`src/rtl/cfgf_pkg.sv`:
```
package cfgf_pkg;
  localparam logic [7:0] MARK_BYTE = 8'h21;
  localparam logic [7:0] POLL_BYTE = 8'h72;
  localparam logic [7:0] ACK_BYTE  = 8'h32;
  localparam int unsigned HDR_BYTES = 10;

  typedef enum logic [2:0] {
    FR_IDLE, FR_HDR, FR_MARK, FR_DATA, FR_FIN
  } fr_state_t;

  typedef enum logic [2:0] {
    PL_IDLE, PL_DRAIN, PL_SEND, PL_SENT, PL_LISTEN
  } pl_state_t;
endpackage

```
`src/rtl/cfgf_tx_gate.sv`:
```
module cfgf_tx_gate (
  input  logic       clk,
  input  logic       rst_n,
  input  logic       req,
  input  logic [7:0] req_byte,
  input  logic       tx_empty,
  output logic       accept,
  output logic       idle,
  output logic       tx_write,
  output logic [7:0] tx_byte
);
  logic       pending_q, pending_d;
  logic [7:0] byte_q;
  logic       byte_en;

  // One-byte holding stage: a byte is taken only when the stage is empty,
  // so a cleared stage always stays clear for at least one cycle.
  always_comb begin
    accept    = req && !pending_q;
    tx_write  = pending_q && tx_empty;
    byte_en   = accept;
    pending_d = pending_q;
    if (tx_write) pending_d = 1'b0;
    if (accept)   pending_d = 1'b1;
  end

  always_ff @(posedge clk or negedge rst_n) begin
    if (!rst_n) pending_q <= 1'b0;
    else        pending_q <= pending_d;
  end

  always_ff @(posedge clk or negedge rst_n) begin
    if (!rst_n)       byte_q <= 8'h00;
    else if (byte_en) byte_q <= req_byte;
  end

  assign idle    = !pending_q;
  assign tx_byte = byte_q;

  AST_WR_SINGLE: assert property (@(posedge clk) disable iff (!rst_n)
    tx_write |=> !tx_write);
  AST_WR_HOLD: assert property (@(posedge clk) disable iff (!rst_n)
    (pending_q && !tx_empty) |=> (pending_q && $stable(byte_q)));
endmodule

```
`src/rtl/cfgf_framer.sv`:
```
module cfgf_framer
  import cfgf_pkg::*;
#(
  parameter int unsigned LEN_W = 16
) (
  input  logic             clk,
  input  logic             rst_n,
  input  logic             start,
  input  logic [LEN_W-1:0] len,
  input  logic [7:0]       in_data,
  input  logic             in_valid,
  output logic             in_ready,
  input  logic             accept,
  input  logic             gate_idle,
  output logic             req,
  output logic [7:0]       req_byte,
  output logic             busy,
  output logic             done,
  output logic             ok
);
  localparam logic [3:0] HDR_LAST = 4'(HDR_BYTES - 1);

  fr_state_t        st_q, st_d;
  logic [3:0]       hidx_q, hidx_d;
  logic [LEN_W-1:0] rem_q, rem_d;
  logic [LEN_W-1:0] len_q, len_d;
  logic [1:0]       gsel_q, gsel_d;
  logic             done_q, done_d;
  logic [31:0]      len_word;
  logic [7:0]       hdr_byte;

  assign len_word = 32'(len_q);

  // Header: marker, word 1 (LSB first), marker, length word (LSB first).
  always_comb begin
    case (hidx_q)
      4'd0, 4'd5: hdr_byte = MARK_BYTE;
      4'd1:       hdr_byte = 8'h01;
      4'd6:       hdr_byte = len_word[7:0];
      4'd7:       hdr_byte = len_word[15:8];
      4'd8:       hdr_byte = len_word[23:16];
      4'd9:       hdr_byte = len_word[31:24];
      default:    hdr_byte = 8'h00;
    endcase
  end

  always_comb begin
    st_d     = st_q;
    hidx_d   = hidx_q;
    rem_d    = rem_q;
    len_d    = len_q;
    gsel_d   = gsel_q;
    done_d   = 1'b0;
    req      = 1'b0;
    req_byte = 8'h00;
    in_ready = 1'b0;
    case (st_q)
      FR_IDLE: begin
        if (start) begin
          len_d  = len;
          rem_d  = len;
          hidx_d = 4'd0;
          gsel_d = 2'd0;
          st_d   = (len == '0) ? FR_FIN : FR_HDR;
        end
      end
      FR_HDR: begin
        req      = 1'b1;
        req_byte = hdr_byte;
        if (accept) begin
          if (hidx_q == HDR_LAST) st_d = FR_MARK;
          else                    hidx_d = hidx_q + 4'd1;
        end
      end
      FR_MARK: begin
        req      = 1'b1;
        req_byte = MARK_BYTE;
        if (accept) begin
          st_d   = FR_DATA;
          gsel_d = 2'd0;
        end
      end
      FR_DATA: begin
        if (rem_q != '0) begin
          req      = in_valid;
          req_byte = in_data;
          in_ready = accept;
        end else begin
          req      = 1'b1;
          req_byte = 8'h00;
        end
        if (accept) begin
          if (rem_q != '0) rem_d = rem_q - LEN_W'(1);
          gsel_d = gsel_q + 2'd1;
          if (gsel_q == 2'd3)
            st_d = (rem_q <= LEN_W'(1)) ? FR_FIN : FR_MARK;
        end
      end
      FR_FIN: begin
        if (gate_idle) begin
          done_d = 1'b1;
          st_d   = FR_IDLE;
        end
      end
      default: st_d = FR_IDLE;
    endcase
  end

  always_ff @(posedge clk or negedge rst_n) begin
    if (!rst_n) begin
      st_q   <= FR_IDLE;
      hidx_q <= 4'd0;
      rem_q  <= '0;
      len_q  <= '0;
      gsel_q <= 2'd0;
      done_q <= 1'b0;
    end else begin
      st_q   <= st_d;
      hidx_q <= hidx_d;
      rem_q  <= rem_d;
      len_q  <= len_d;
      gsel_q <= gsel_d;
      done_q <= done_d;
    end
  end

  assign busy = (st_q != FR_IDLE);
  assign done = done_q;
  assign ok   = done_q;

  AST_FR_ALL_TAKEN: assert property (@(posedge clk) disable iff (!rst_n)
    (st_q == FR_FIN) |-> (rem_q == '0));
  AST_FR_HDR_FIRST: assert property (@(posedge clk) disable iff (!rst_n)
    (st_q == FR_DATA) |-> (hidx_q == HDR_LAST));
  AST_FR_DONE_PULSE: assert property (@(posedge clk) disable iff (!rst_n)
    done_q |=> !done_q);
endmodule

```
`src/rtl/cfgf_poll.sv`:
```
module cfgf_poll
  import cfgf_pkg::*;
#(
  parameter int unsigned TMO_CYC = 1000
) (
  input  logic       clk,
  input  logic       rst_n,
  input  logic       start,
  input  logic       tx_empty,
  input  logic       gate_idle,
  input  logic       accept,
  output logic       req,
  output logic [7:0] req_byte,
  input  logic       rx_full,
  input  logic [7:0] rx_byte,
  output logic       rx_read,
  output logic       busy,
  output logic       done,
  output logic       ok,
  output logic       err
);
  localparam int unsigned CNT_W = $clog2(TMO_CYC + 1);
  localparam logic [CNT_W-1:0] TMO_LAST = CNT_W'(TMO_CYC - 1);

  pl_state_t        st_q, st_d;
  logic [CNT_W-1:0] cnt_q, cnt_d;
  logic             done_q, done_d;
  logic             ok_q, ok_d;
  logic             err_q, err_d;

  always_comb begin
    st_d     = st_q;
    cnt_d    = cnt_q;
    done_d   = 1'b0;
    ok_d     = 1'b0;
    err_d    = 1'b0;
    req      = 1'b0;
    req_byte = POLL_BYTE;
    rx_read  = 1'b0;
    case (st_q)
      PL_IDLE: begin
        if (start) begin
          st_d  = PL_DRAIN;
          cnt_d = '0;
        end
      end
      PL_DRAIN: begin
        if (tx_empty && gate_idle) begin
          st_d = PL_SEND;
        end else if (cnt_q == TMO_LAST) begin
          done_d = 1'b1;
          err_d  = 1'b1;
          st_d   = PL_IDLE;
        end else begin
          cnt_d = cnt_q + CNT_W'(1);
        end
      end
      PL_SEND: begin
        req = 1'b1;
        if (accept) st_d = PL_SENT;
      end
      PL_SENT: begin
        if (gate_idle) begin
          st_d  = PL_LISTEN;
          cnt_d = '0;
        end
      end
      PL_LISTEN: begin
        if (rx_full) begin
          rx_read = 1'b1;
          done_d  = 1'b1;
          ok_d    = (rx_byte == ACK_BYTE);
          err_d   = (rx_byte != ACK_BYTE);
          st_d    = PL_IDLE;
        end else if (cnt_q == TMO_LAST) begin
          done_d = 1'b1;
          err_d  = 1'b1;
          st_d   = PL_IDLE;
        end else begin
          cnt_d = cnt_q + CNT_W'(1);
        end
      end
      default: st_d = PL_IDLE;
    endcase
  end

  always_ff @(posedge clk or negedge rst_n) begin
    if (!rst_n) begin
      st_q   <= PL_IDLE;
      cnt_q  <= '0;
      done_q <= 1'b0;
      ok_q   <= 1'b0;
      err_q  <= 1'b0;
    end else begin
      st_q   <= st_d;
      cnt_q  <= cnt_d;
      done_q <= done_d;
      ok_q   <= ok_d;
      err_q  <= err_d;
    end
  end

  assign busy = (st_q != PL_IDLE);
  assign done = done_q;
  assign ok   = ok_q;
  assign err  = err_q;

  AST_PL_ONE_RESULT: assert property (@(posedge clk) disable iff (!rst_n)
    done_q |-> (ok_q != err_q));
  AST_PL_READ_ONCE: assert property (@(posedge clk) disable iff (!rst_n)
    rx_read |=> !rx_read);
  AST_PL_CNT_BOUND: assert property (@(posedge clk) disable iff (!rst_n)
    cnt_q <= TMO_LAST);
endmodule

```
`src/rtl/cfg_stream_framer.sv`:
```
module cfg_stream_framer #(
  parameter int unsigned LEN_W   = 16,
  parameter int unsigned TMO_CYC = 1000
) (
  input  logic             clk,
  input  logic             rst_n,
  input  logic             start_cfg,
  input  logic [LEN_W-1:0] cfg_len,
  input  logic             start_poll,
  input  logic [7:0]       in_data,
  input  logic             in_valid,
  output logic             in_ready,
  input  logic             tx_empty,
  output logic             tx_write,
  output logic [7:0]       tx_byte,
  input  logic             rx_full,
  input  logic [7:0]       rx_byte,
  output logic             rx_read,
  output logic             busy,
  output logic             done,
  output logic             ok,
  output logic             err
);
  logic       fr_busy, pl_busy;
  logic       fr_req, pl_req, req;
  logic [7:0] fr_byte, pl_byte, req_byte;
  logic       accept, gate_idle;
  logic       fr_accept, pl_accept;
  logic       fr_go, pl_go;
  logic       fr_done, fr_ok;
  logic       pl_done, pl_ok, pl_err;

  // Starts are honoured only when idle; the frame wins a tie.
  assign busy  = fr_busy || pl_busy;
  assign fr_go = start_cfg && !busy;
  assign pl_go = start_poll && !start_cfg && !busy;

  assign req       = fr_busy ? fr_req  : pl_req;
  assign req_byte  = fr_busy ? fr_byte : pl_byte;
  assign fr_accept = accept && fr_busy;
  assign pl_accept = accept && !fr_busy;

  cfgf_tx_gate u_gate (
    .clk      (clk),
    .rst_n    (rst_n),
    .req      (req),
    .req_byte (req_byte),
    .tx_empty (tx_empty),
    .accept   (accept),
    .idle     (gate_idle),
    .tx_write (tx_write),
    .tx_byte  (tx_byte)
  );

  cfgf_framer #(.LEN_W(LEN_W)) u_framer (
    .clk       (clk),
    .rst_n     (rst_n),
    .start     (fr_go),
    .len       (cfg_len),
    .in_data   (in_data),
    .in_valid  (in_valid),
    .in_ready  (in_ready),
    .accept    (fr_accept),
    .gate_idle (gate_idle),
    .req       (fr_req),
    .req_byte  (fr_byte),
    .busy      (fr_busy),
    .done      (fr_done),
    .ok        (fr_ok)
  );

  cfgf_poll #(.TMO_CYC(TMO_CYC)) u_poll (
    .clk       (clk),
    .rst_n     (rst_n),
    .start     (pl_go),
    .tx_empty  (tx_empty),
    .gate_idle (gate_idle),
    .accept    (pl_accept),
    .req       (pl_req),
    .req_byte  (pl_byte),
    .rx_full   (rx_full),
    .rx_byte   (rx_byte),
    .rx_read   (rx_read),
    .busy      (pl_busy),
    .done      (pl_done),
    .ok        (pl_ok),
    .err       (pl_err)
  );

  assign done = fr_done || pl_done;
  assign ok   = fr_ok || pl_ok;
  assign err  = pl_err;

  AST_TOP_ONE_ENGINE: assert property (@(posedge clk) disable iff (!rst_n)
    !(fr_busy && pl_busy));
  AST_TOP_DONE_IDLE: assert property (@(posedge clk) disable iff (!rst_n)
    done |-> !busy);
endmodule

```
`config.mk`:
```
export PLATFORM = sky130hd
export DESIGN_NAME = cfg_stream_framer
export DESIGN_NICKNAME = d
export VERILOG_FILES = /design/src/rtl/cfgf_pkg.sv /design/src/rtl/cfgf_tx_gate.sv /design/src/rtl/cfgf_framer.sv /design/src/rtl/cfgf_poll.sv /design/src/rtl/cfg_stream_framer.sv
export SDC_FILE = /design/constraint.sdc
export NUM_CORES = 1
export LEC_CHECK = 0
export BUFFER_PORTS_ARGS = -buffer_cell sky130_fd_sc_hd__buf_2
export CORE_MARGIN = 5
export CORE_UTILIZATION = 35
export DETAILED_ROUTE_END_ITERATION = 6
export PLACE_DENSITY = 0.52
export REMOVE_ABC_BUFFERS = 1
export SYNTH_ARGS = -nofsm -noshare
export SYNTH_HDL_FRONTEND = slang
export SYNTH_SLANG_ARGS = --single-unit
```
`constraint.sdc`:
```
create_clock -name clk -period 2.5 [get_ports clk]
set_input_delay 0.375 -clock clk [delete_from_list [all_inputs] [get_ports clk]]
set_output_delay 0.375 -clock clk [all_outputs]
set_load 0.01 [all_outputs]
```
== Word-level counts from Yosys, hierarchy flattened ==
Cells that the tools add are included.

* Register bits: 67
* Output and inout bits: 15
* Word-level logic and storage cells: 144

* $add $sub $neg: 4
* Order comparisons: 1
* Equal/unequal tests: 31
* Muxes and demuxes: 59
* Reduce and logical (&&, ||, !) cells: 36

{| class="wikitable"
|+ Operators by type and width
! cell !! count
|-
| $mux W10 || 5
|-
| $mux W16 || 3
|-
| $mux W3 || 15
|-
| $pmux W10 S4 || 1
|-
| $pmux W16 S2 || 1
|-
| $pmux W8 S4 || 1
|-
| $pmux W3 S5 || 2
|-
| $pmux W8 S3 || 1
|-
| $mux W1 || 17
|-
| $le A16 B1 Y1 const B || 1
|-
| $logic_not A16 Y1 || 1
|-
| $mux W8 || 2
|-
| $ne A2 B2 Y1 const B || 8
|-
| $reduce_bool A16 Y1 || 1
|-
| $sub A16 B1 Y16 const B || 1
|-
| $eq A3 B2 Y1 const B || 4
|-
| $eq A4 B3 Y1 const B || 3
|-
| $mux W4 || 3
|-
| $ne A2 B1 Y1 const B || 6
|-
| $reduce_and A4 Y1 || 3
|-
| $add A10 B1 Y10 const B || 1
|-
| $eq A10 B10 Y1 const B || 1
|-
| $reduce_bool A3 Y1 || 3
|-
| $eq A8 B6 Y1 const B || 1
|-
| other kinds (24) || 46
|}

== Logic depth before layout (Yosys ltp) ==
* Depth in word-level cells: 8
* Depth in mapped cells: 8

== Cells and area by module ==
From an unflattened synthesis, not the netlist that was laid out.

* Cell total of the unflattened synthesis: 476
* Area total of the unflattened synthesis: 4157.7 um^2

{| class="wikitable"
|+ Modules (own cells, without submodules)
! module !! times used !! cells each !! area an instance (um^2) !! seq. area each (um^2)
|-
| cfgf_framer || 1 || 320 || 2570.0 || 1051.0
|-
| cfgf_poll || 1 || 117 || 1022.2 || 400.4
|-
| cfgf_tx_gate || 1 || 22 || 380.4 || 225.2
|-
| cfg_stream_framer || 1 || 17 || 185.2 || 0.0
|}

== Least setup slack after synthesis ==
No wires, ideal clock.

* Path type: reg2out
* Start point: register u_framer.rem_q[0]
* End point: output in_ready
* Arrival time: 2.245 ns
* Required time: 2.125 ns
* Slack: -0.120 ns
* Cell stages (with the launch flop): 8
* Buffers on the path: 1
* Path through: dfrtp_1 inv_1 ha_1 or4b_2 o41a_4 nor4b_4 buf_4 and2_1

* Word-level cells in the longest chain between the ends: 8

{| class="wikitable"
|+ RTL lines
! item !! RTL line !! RTL
|-
| start, declared || cfgf_framer.sv:25 || <nowiki>logic [LEN_W-1:0] rem_q, rem_d;</nowiki>
|-
| start signal, assigned || cfgf_framer.sv:120 || <nowiki>rem_q <= rem_d;</nowiki>
|-
| $reduce_bool A16 Y1 * || cfgf_framer.sv:84 || <nowiki>if (rem_q != '0) begin</nowiki>
|-
| $mux W1 || cfgf_framer.sv:84 ||
|-
| $pmux W1 S2 || cfgf_framer.sv:57 || <nowiki>case (st_q)</nowiki>
|-
| $mux W1 || cfg_stream_framer.sv:38 || <nowiki>assign req = fr_busy ? fr_req : pl_req;</nowiki>
|-
| $logic_and A1 B1 Y1 || cfgf_tx_gate.sv:19 || <nowiki>accept = req && !pending_q;</nowiki>
|-
| $logic_and A1 B1 Y1 || cfg_stream_framer.sv:40 || <nowiki>assign fr_accept = accept && fr_busy;</nowiki>
|-
| $mux W1 * || cfgf_framer.sv:84 ||
|-
| $mux W1 * || cfgf_framer.sv:57 ||
|-
| end, declared || cfg_stream_framer.sv:12 || <nowiki>output logic in_ready,</nowiki>
|}

Mark *: on every way between the ends. The rest lies on a longest branch, timed or not.

== Worst setup path in the final report ==
* Start point: register u_framer.rem_q[4]
* End point: output in_ready

Same word-level chain as after synthesis.

==> metrics.csv <==
metric;value;unit
Final ANT Viol Nets;0;
Placeable Area;11400;µm²
Worst setup EP type;output port;
diodes inserted;0;
First DRT Iteration DRCs;325;
GRT met2 Usage;27.0;%
register area share after synthesis;41.6;%
Seq cells post-synth;67;
Gate power share;46.7;%
Clock Power Share;22.9;%
Internal Dissipation;3610;µW
largest net degree at the start of global routing;38;
first-pass GRT wire length;20.0;mm
layout cell share with drive strength beyond 1;24.7;%
Critical Path Source Type;flip-flop;
failing checks;negative setup slack;
Rel. slew slack;53.7;%
Max Clk Rate;364;MHz
synthesized area;4030;µm²
area added between synthesis and finish;25.1;%
Worst-Skew Late Latency;330;ps
drt via density;5.57;
Final HPWL DP;8.95;mm
Final #Nets;605;
number of remaining DRC errors;0;
Syn Inst Count;479;
net switching power;2500;µW
period utilization;110;%
GRT Util Overall;17.7;%
max-slew violation count;0;
EDFF count, synth;0;
post-layout min period;2750;ps
Setup-failing EPs final;2;
busiest grt layer;met2;
average size of a mapped cell;8.42;µm²
GP Congestion;0.867;
Synth top area share;41.6;%
Post-synth ARST share;100;%
die area;13800;µm²
drt total wl;12.1;mm
switching share of power;40.9;%
Leakage Power;0.00227;µW
DR vias;3929;
Port Buffers;53;
met1 Use GR;25.4;%
I/O pin count;54;
Avg WL per Cell;17.2;µm
RSZ-0062 raised after global routing;yes;
synth cell count leaders;nand2_1 (85), dfrtp_1 (67), nor2_1 (41), a21oi_1 (35), o21ai_0 (28);
CTS Hold Bufs;0;
Clock Skews;7.28;ps
FP Rows;39;
required time of the worst setup path;2120;ps
Max VDD drop;0.000501;V
final setup margin;-247;ps
TritonCTS buffer count;9;
initial antenna violation count;0;
main flop type after synthesis;dfrtp_1;
Clock Path Buffers;2;
Synth area leaders;dfrtp_1 (42%), nand2_1 (7.9%), a21oi_1 (4.3%);
outcome;finished with violations;
clock sink count;67;
Final Hold Viols;0;
CTS tree;yes;
MaxCap Viol Count;0;
Initial DRT Pass Iterations;5;
total power draw;6100;µW
Worst Path Class, Setup;flip-flop to output port;
Root Driver;clkbuf_16;
DP Worst Slack;-65.3;ps
Worst Hold Class;input port to async pin;
Synthesis Warnings;0;
CTS clk-pin slew, worst paths;60;ps
grt met3 use;3.75;%
total gr overflow;0;
vias in the first global route;3752;
synth unique cells;60;
Die H;117;µm
Synth area leader;dfrtp_1;
Critical Path Fanout Max;4;
H-tree levels;3;
most numerous cell in the Yosys netlist;nand2_1;
Cell Pwr Density;1210;nW/µm²
Worst EP arrival;2370;ps
Slew @ Worst Pin;694;ps
Die W;117;µm
Flop pwr share;30.5;%
Initial Util;35.5;%
[registers in the layout (all words and copies together), names as in the netlist, 2 cells and up]
| name | cells |
|---|---|
| u_framer.gsel_q | 2 |
| u_framer.hidx_q | 4 |
| u_framer.len_q | 16 |
| u_framer.rem_q | 16 |
| u_framer.st_q | 3 |
| u_gate.tx_byte | 8 |
| u_poll.cnt_q | 10 |
| u_poll.st_q | 3 |
[power groups by stage]
| stage | clock network, µW | logic (µW) | registers, µW |
|---|---|---|---|
| floorplan | 0 | 1610 | 1900 |
| global placement | 0 | 2710 | 1850 |
| detailed placement | 0 | 2750 | 1860 |
| CTS | 1430 | 2770 | 1850 |
| global route | 1490 | 3140 | 1920 |
| finish | 1400 | 2850 | 1860 |
[final timing paths]
| kind | start | end | slack, ps | depth (start not counted) |
|---|---|---|---|---|
| max in group asynchronous | rst_n | u_poll.cnt_q[9] | 2040 | 2 |
| min in group clk | rx_byte[0] | u_poll.ok | 210 | 2 |
| worst max register to register | u_framer.rem_q[9] | u_framer.st_q[1] | 0 | 6 |
| worst min register to register | u_framer.len_q[12] | u_framer.len_q[12] | 470 | 2 |
| worst max-delay path | u_framer.rem_q[4] | in_ready | -250 | 5 |
| worst min-delay path | rst_n | u_framer.len_q[11] | 70 | 2 |
[cell type report]
cell class / instances / area [µm²]
Clock inverter: 6 / 88.8
Multi-Input combinational cell: 374 / 2230
Tap cell: 143 / 179
Clock buffer: 10 / 239
Sequential cell: 67 / 1680
Inverter: 8 / 30.0
Timing Repair Buffer: 97 / 599
Fill cell: 1122 / 6330
[through the flow]
stage	util, %	cell area, µm²	instances	hold WS [ps]	TNS (ps)
2_1_floorplan	-	3910	449	79.4	-1750
3_3_place_gp	41.0	4660	686	436	-125
3_5_place_dp	41.0	4660	686	436	-255
4_1_cts	44.0	5000	702	74.8	-252
5_1_grt	44.4	5040	705	113	-540
6_report	44.4	5040	705	66.9	-251
[what timing repair did]
item / in CTS / in global routing
pin swaps: 1 / 2
setup buffers: 0 / 3
setup endpoints to repair: 12 / 17
resized for setup: 3 / 10
[critical path, stage by stage, from the launching register on]
cell and delay [ps]:
dfrtp_1 380, or4_4 590, o41a_4 510, nor4b_4 250
and2_1 180, buf_2 130
[cells in the final DEF (no fill, tap or decap), types with 4 or more instances in the layout]
cell type   n
mux2i_1     4
nor3_1     13
o22a_1      5
or3_1       4
buf_4      43
ha_1        9
a21oi_1    35
nor3b_1     7
nand4_1     6
a22oi_1    10
nor2_1     41
or2_2       8
clkbuf_16   9
nor4_1     14
nand2_1    85
o21ai_0    28
inv_1       6
nand2b_1    5
or4_1       4
o31ai_1     5
dfrtp_1    67
nand3_1    19
a21o_1      4
buf_2      53
and3_1      5
a31oi_1     6
[metal layers]
metal	vias to the layer above	wire, µm
li1	1909	-
met1	1907	5880
met2	103	5570
met3	10	542
met4	0	130
met5	-	0
[kinds of logic (layout without fill, tap and decap cells)]
| family | after synthesis | after routing | share of synthesized area (%) |
|---|---|---|---|
| flip-flops | 67 | 67 | 41.6 |
| AND/OR/NAND/NOR | 231 | 231 | 28.8 |
| adder cells (fa/ha/maj) | 9 | 9 | 2.79 |
| buffers and inverters | 38 | 121 | 3.75 |
| AO/OA/AOI/OAI | 127 | 127 | 21.3 |
| multiplexers | 7 | 7 | 1.83 |
(Power assumes the default switching activity.)
